## src/rtl/xcvr_pkg.sv

```systemverilog
package xcvr_pkg;
   localparam int XCVR_DEFAULT_WIDTH = 18;

   typedef enum logic [1:0] {
      SM_KEEP    = 2'd0,
      SM_FOLLOW  = 2'd1,
      SM_CAPTURE = 2'd2
   } store_mode_e;
endpackage

```

## src/rtl/xcvr_edge_det.sv

```systemverilog
module xcvr_edge_det #(
   parameter bit FALLING = 1'b1
) (
   input  logic clk,
   input  logic rst_n,
   input  logic strobe,
   output logic hit
);
   logic prev;

   always_ff @(posedge clk or negedge rst_n) begin
      if (!rst_n) prev <= 1'b0;
      else        prev <= strobe;
   end

   generate
      if (FALLING) begin : g_fall
         assign hit = prev & ~strobe;
      end else begin : g_rise
         assign hit = ~prev & strobe;
      end
   endgenerate
endmodule

```

## src/rtl/xcvr_store.sv

```systemverilog
module xcvr_store
   import xcvr_pkg::*;
#(
   parameter int WIDTH = XCVR_DEFAULT_WIDTH
) (
   input  logic             clk,
   input  logic             rst_n,
   input  logic             pass,
   input  logic             hit,
   input  logic [WIDTH-1:0] d,
   output logic [WIDTH-1:0] y
);
   store_mode_e      mode;
   logic [WIDTH-1:0] held;

   always_comb begin
      if (pass)     mode = SM_FOLLOW;
      else if (hit) mode = SM_CAPTURE;
      else          mode = SM_KEEP;
   end

   always_ff @(posedge clk or negedge rst_n) begin
      if (!rst_n) begin
         held <= '0;
      end else begin
         case (mode)
            SM_FOLLOW, SM_CAPTURE: held <= d;
            default:               held <= held;
         endcase
      end
   end

   assign y = pass ? d : held;
endmodule

```

## src/rtl/xcvr_lane.sv

```systemverilog
module xcvr_lane
   import xcvr_pkg::*;
#(
   parameter int WIDTH           = XCVR_DEFAULT_WIDTH,
   parameter bit OE_ACTIVE_LOW   = 1'b0,
   parameter bit CAPTURE_ON_FALL = 1'b1
) (
   input  logic             clk,
   input  logic             rst_n,
   input  logic [WIDTH-1:0] d_in,
   input  logic             pass,
   input  logic             strobe,
   input  logic             drive,
   output logic [WIDTH-1:0] d_out,
   output logic             oe
);
   logic hit;

   xcvr_edge_det #(
      .FALLING(CAPTURE_ON_FALL)
   ) i_edge (
      .clk   (clk),
      .rst_n (rst_n),
      .strobe(strobe),
      .hit   (hit)
   );

   xcvr_store #(
      .WIDTH(WIDTH)
   ) i_store (
      .clk  (clk),
      .rst_n(rst_n),
      .pass (pass),
      .hit  (hit),
      .d    (d_in),
      .y    (d_out)
   );

   generate
      if (OE_ACTIVE_LOW) begin : g_oe_low
         assign oe = ~drive;
      end else begin : g_oe_high
         assign oe = drive;
      end
   endgenerate
endmodule

```

## src/rtl/xcvr_universal.sv

```systemverilog
module xcvr_universal
   import xcvr_pkg::*;
#(
   parameter int WIDTH = XCVR_DEFAULT_WIDTH
) (
   input  logic             clk,
   input  logic             rst_n,
   input  logic [WIDTH-1:0] a_in,
   output logic [WIDTH-1:0] a_out,
   output logic             a_oe,
   input  logic [WIDTH-1:0] b_in,
   output logic [WIDTH-1:0] b_out,
   output logic             b_oe,
   input  logic             ab_pass,
   input  logic             ab_strobe,
   input  logic             ab_drive,
   input  logic             ba_pass,
   input  logic             ba_strobe,
   input  logic             ba_drive_n
);
   generate
      if (WIDTH < 1) begin : g_bad_width
         $error("xcvr_universal: WIDTH must be at least 1");
      end
   endgenerate

   xcvr_lane #(
      .WIDTH          (WIDTH),
      .OE_ACTIVE_LOW  (1'b0),
      .CAPTURE_ON_FALL(1'b1)
   ) i_lane_ab (
      .clk   (clk),
      .rst_n (rst_n),
      .d_in  (a_in),
      .pass  (ab_pass),
      .strobe(ab_strobe),
      .drive (ab_drive),
      .d_out (b_out),
      .oe    (b_oe)
   );

   xcvr_lane #(
      .WIDTH          (WIDTH),
      .OE_ACTIVE_LOW  (1'b1),
      .CAPTURE_ON_FALL(1'b1)
   ) i_lane_ba (
      .clk   (clk),
      .rst_n (rst_n),
      .d_in  (b_in),
      .pass  (ba_pass),
      .strobe(ba_strobe),
      .drive (ba_drive_n),
      .d_out (a_out),
      .oe    (a_oe)
   );
endmodule

```

## config.mk

```make
export PLATFORM = sky130hd
export DESIGN_NAME = xcvr_universal
export DESIGN_NICKNAME = d
export VERILOG_FILES = /design/src/rtl/xcvr_pkg.sv /design/src/rtl/xcvr_edge_det.sv /design/src/rtl/xcvr_store.sv /design/src/rtl/xcvr_lane.sv /design/src/rtl/xcvr_universal.sv
export SDC_FILE = /design/constraint.sdc
export NUM_CORES = 1
export LEC_CHECK = 0
export BUFFER_PORTS_ARGS = -buffer_cell sky130_fd_sc_hd__buf_4
export CELL_PAD_IN_SITES_DETAIL_PLACEMENT = 1
export CELL_PAD_IN_SITES_GLOBAL_PLACEMENT = 1
export CORE_MARGIN = 8
export CORE_UTILIZATION = 24
export CTS_BUF_LIST = sky130_fd_sc_hd__clkbuf_4 sky130_fd_sc_hd__clkbuf_8 sky130_fd_sc_hd__clkbuf_16
export DETAILED_ROUTE_END_ITERATION = 8
export PLACE_DENSITY = 0.69
export RECOVER_POWER = 100
export SKIP_CTS_REPAIR_TIMING = 1
export SLEW_MARGIN = 20
export SYNTH_ARGS = -nofsm -noshare
export SYNTH_HDL_FRONTEND = slang
export SYNTH_SLANG_ARGS = --single-unit
```

## constraint.sdc

```tcl
create_clock -name clk -period 1.25 [get_ports clk]
set_clock_uncertainty 0.05 [all_clocks]
set_input_delay 0.0625 -clock clk [delete_from_list [all_inputs] [get_ports clk]]
set_output_delay 0.0625 -clock clk [all_outputs]
set_load 0.02 [all_outputs]
```

* Yosys cells after proc, flatten, opt, wreduce, memory -nomap -nowiden
Cells that the tools add are included.
** Word-level totals
- Bits in registers :: 38
- Output and inout port bits :: 38
- Input port bits :: 44
- Logic and storage cells :: 21
** Operators by class
- Equality and inequality tests :: 4
- Reduce and logical (&&, ||, !) cells :: 2
- Bitwise operators :: 5
- Muxes and demuxes :: 6
** Operators with widths (number)
- 2-to-1 mux 18 bit :: 2
- 2-to-1 mux 2 bit :: 4
- == test 2 x 1 -> 1 bit, second input constant :: 2
- == test 2 bit, second input constant :: 2
- OR reduction 2 bit :: 2
- inverter 1 bit :: 3
- AND 1 bit :: 2

* Depth between registers and ports, before layout
- Depth after elaboration :: 6
- Mapped depth :: 4
- Gate-level depth less buffers :: 3

* By module
Synthesis repeated with hierarchy kept, for this count alone.
** Unflattened totals
- Cell total of the unflattened synthesis :: 122
- Area total of the unflattened synthesis :: 1993.2 um^2
** By module, submodules not included
- xcvr_store :: times used 2, cells an instance 58, area an instance 952.2 um^2, seq. area each 450.4 um^2
- xcvr_edge_det :: times used 2, cells an instance 2, area an instance 38.8 um^2, seq. area each 25.0 um^2
- xcvr_lane (i_lane_ab) :: times used 1, cells an instance 1, area an instance 7.5 um^2, seq. area each 0.0 um^2
- xcvr_lane (i_lane_ba) :: times used 1, cells an instance 1, area an instance 3.8 um^2, seq. area each 0.0 um^2

* Least setup slack after synthesis
No wires, ideal clock.
- Kind :: register to register
- Start point :: register i_lane_ab.i_edge.prev
- End point :: register i_lane_ab.i_store.held[0]
- Data required time :: 1075 ps
- Data arrival time :: 1112 ps
- Cell stages (with the launch flop) :: 4
- Setup time :: 125 ps
- Period minus slack after synthesis :: 1287 ps
- Path slack :: -37 ps
- Path buffers :: 1
- Cells stage by stage :: dfrtp_1 a21oi_4 buf_12 mux2_4
** On the way
- Word-level cells in the longest chain between the ends :: 5
- Elaborated cells on any way between the ends :: 6
- Those cells by class :: 2 x eq/ne; 2 x mux; 1 x bitwise; 1 x reduce/logical
** Ends and longest elaborated chain
- start: declaration :: RTL line xcvr_edge_det.sv:9 : logic prev;
- start signal: assignment :: RTL line xcvr_edge_det.sv:13 : else prev <= strobe;
- AND 1 bit * :: RTL line xcvr_edge_det.sv:18 : assign hit = prev & ~strobe;
- 2-to-1 mux 2 bit * :: RTL line xcvr_store.sv:18 : else if (hit) mode = SM_CAPTURE;
- 2-to-1 mux 2 bit * :: RTL line xcvr_store.sv:17 : if (pass) mode = SM_FOLLOW;
- == test 2 x 1 -> 1 bit / == test 2 bit (equally long branches) :: RTL line xcvr_store.sv:26 : case (mode)
- OR reduction 2 bit * :: RTL line xcvr_store.sv:26
- end signal: assignment :: RTL line xcvr_store.sv:28 : default: held <= held;
- end: declaration :: RTL line xcvr_store.sv:14 : logic [WIDTH-1:0] held;
Every way passes the cells marked *; elsewhere a longest branch is shown, timed or not.
A chain may end at the register's enable or synchronous reset.

* Final worst setup path
- Start point :: register i_lane_ba.i_edge.prev
- End point :: register i_lane_ba.i_store.held[7]
** On the way
- Word-level cells in the longest chain between the ends :: 5
- Elaborated cells on any way between the ends :: 6
- Those cells by class :: 2 x eq/ne; 2 x mux; 1 x bitwise; 1 x reduce/logical
** Ends and longest elaborated chain (RTL line)
- start: declaration :: xcvr_edge_det.sv:9
- start signal: assignment :: xcvr_edge_det.sv:13
- AND 1 bit * :: xcvr_edge_det.sv:18
- 2-to-1 mux 2 bit * :: xcvr_store.sv:18
- 2-to-1 mux 2 bit * :: xcvr_store.sv:17
- == test 2 x 1 -> 1 bit / == test 2 bit (equally long branches) :: xcvr_store.sv:26
- OR reduction 2 bit * :: xcvr_store.sv:26
- end signal: assignment :: xcvr_store.sv:28
- end: declaration :: xcvr_store.sv:14
Marked as above.

==> results.toml <==
[status]
status = "finished with violations"
violations = "negative setup slack"

[floorplanning]
core_um2 = 8050
die_h_um = 106
rows = 33
die_area_um2 = 11300
io_pins = 82
die_w_um = 106
initial_core_util_pct = 24.4

[power_and_ir_drop]
ir_drop_mv = 0.546
cellLeakagePower_nw = 1.56
p_seq_share_pct = 42.2
combinationalPowerShare_pct = 32.6
swShare_pct = 27.3
p_int_mw = 2.44
switchingPower_uw = 914
p_clk_share_pct = 25.2
p_per_area_nw_per_um2 = 1020

[worst_setup_path]
crit_cells = 3
path_max_fanout = 9
critPathArrivalTime_ps = 1380
cp_num_buf_inv = 1
path_delay_family = "flip-flops"
cp-end-kind = "register"
worstSetupPathType = "register to register"
crit_chain = "a21oi_4, clkbuf_16, mux2_4"
max_stage_delay_ps = 400
slowest_stage = "dfrtp_1"
required_ps = 1370
r2r_cells = 3
cp-start-kind = "register"

[clocking]
clock-root-buffer = "clkbuf_8"
clk_pin_slew_ps = 70
clk_latency_ps = 280
cts_max_path_buffers = 2
cts.sinks = 38
htreeDepth = 2
numCtsBuffers = 5
cts_tree = "built"

[grt]
grt_max_degree = 39
track_usage_pct = 8.72
grt_pass1_vias = 1584
grt_util_met3_pct = 3.02
grt_overflow = 0
grt_busiest_layer = "met2"
grt_util_met2_pct = 15.4
use_met1_pct = 9.58
grt_pass1_wl_um = 7990
antenna_found_initial = 0

[timing]
period_minus_slack_ps = 1260
tightest_slew_ps = 550
fmax_ghz = 0.792
drv_slew = 0
tns_ps = -93.3
relSlewSlack_pct = 63.3
setup_viol = 9
setup_slack_ps = -13.0
finalHoldViolCount = 0
rsz0062_at_grt = "true"
finalCritPeriodShare_pct = 101

[yosys]
synth_top_cells_by_count = "mux2_2, dfrtp_1, mux2_4"
synth_enable_flop_cells = 0
avgSynthCellArea_um2 = 16.1
ys_warn_count = 0
synthCells = 122
ys.flop_type = "dfrtp_1"
postSynth.asyncResetShare_pct = 100
synth_top_family_by_area = "multiplexers"
synthAdderAreaFrac_pct = 0
yosys.area_share.simple_pct = 0
yosysMostFrequentCell = "mux2_2"
ys_seq_area_share_pct = 48.5
synth_area_leaders = "dfrtp_1, mux2_2, mux2_4, buf_12, a21oi_4"
synth_nets = 166
ys_types = 9
syn_area_um2 = 1960
synth_mux_area_share_pct = 45.2
synth_compound_gate_area_share_pct = 1.66
synth_top_area_cell = "dfrtp_1"
yosysTopAreaCellShare_pct = 48.5
synth-xor-area-share_pct = 0
ys_ff_latch = 38

[layout]
final_util_pct = 41.0
fin_cells = 356
diodes = 0
final_layout_size_suffix_gt1_share_pct = 67.3
nets = 295
area_growth_pct = 68.3
num-fill-cells = 866

[place]
placed_cells = 304
pre_cts_ws_ps = -4.00
finalWeightedCongestion = 0.629
dpl.hpwl_um = 3590
port_buffers = 79

[detailed_routing]
vias = 1487
wire_per_inst_um = 15.5
ant_nets = 0
drc_errors = 0
drt-total-wl_um = 5520
first_pass_iters = 2
viasPerCell = 4.18
drtIter0Drc = 25

[min_path]
hp-class = "input pin to primary output"
hold_depth = 0

[job]
cap_violations = 0
## layout make-up
class	count	area (µm²)	share of cell area, %
sequential	38	951	28.8
tap	105	131	3.98
multi-input combinational	74	978	29.7
timing repair buffer	129	1140	34.7
inverter	3	11.3	0.341
clock buffer	7	83.8	2.54
## metal layers
| metal | routed length, µm | vias up |
|---|---|---|
| met5 | 0 | - |
| met4 | 45 | 0 |
| met3 | 279 | 5 |
| met2 | 2890 | 36 |
| met1 | 2310 | 751 |
| li1 | - | 695 |
## cells in the final DEF (no fill, tap or decap)
cell type,count
a21oi_4,2
clkbuf_4,5
dlygate4sd3_1,39
buf_2,2
inv_1,3
clkbuf_8,5
mux2_1,1
dfrtp_1,38
clkbuf_16,1
clkbuf_1,1
buf_12,4
buf_6,5
mux2_4,36
mux2_2,35
buf_4,74
## path summary, 6_finish.rpt
path	end	slack (ps)	from
setup / recovery	i_lane_ba.i_store.held[7]	-10	i_lane_ba.i_edge.prev
hold / removal	b_oe	80	ab_drive
setup reg to reg	i_lane_ba.i_store.held[7]	-10	i_lane_ba.i_edge.prev
hold reg to reg	i_lane_ab.i_store.held[7]	460	i_lane_ab.i_store.held[7]
max in group asynchronous	i_lane_ab.i_store.held[17]	490	rst_n
min in group asynchronous	i_lane_ba.i_store.held[3]	290	rst_n
## power by group through the flow
stage          clock (mW)  combinational (mW)  sequential (mW)
2_1_floorplan           0               0.549             1.41
5_1_grt             0.944                1.17             1.43
3_5_place_dp            0               0.929             1.43
3_3_place_gp            0               0.911             1.43
4_1_cts             0.884               0.933             1.41
6_report            0.845                1.09             1.41
## per-stage QoR
| stage | total power, mW | hold slack (ps) | area, µm² |
|---|---|---|---|
| floorplan | 1.96 | -283 | 1960 |
| global placement | 2.34 | 21.3 | 2690 |
| detailed placement | 2.36 | 30.4 | 2690 |
| CTS | 3.23 | -284 | 2780 |
| global route | 3.54 | 75.1 | 3300 |
| finish | 3.35 | 75.0 | 3300 |
## flip-flops by register name, indices dropped and copies added, names as in the netlist
register                count
i_lane_ab.i_store.held     18
i_lane_ba.i_store.held     18
i_lane_ab.i_edge.prev       1
i_lane_ba.i_edge.prev       1
## logic make-up after synthesis
family,after synthesis
muxes,72
buffers and inverters,10
DFF,38
AOI/OAI and AO/OA,2
(Power assumes the default switching activity.)
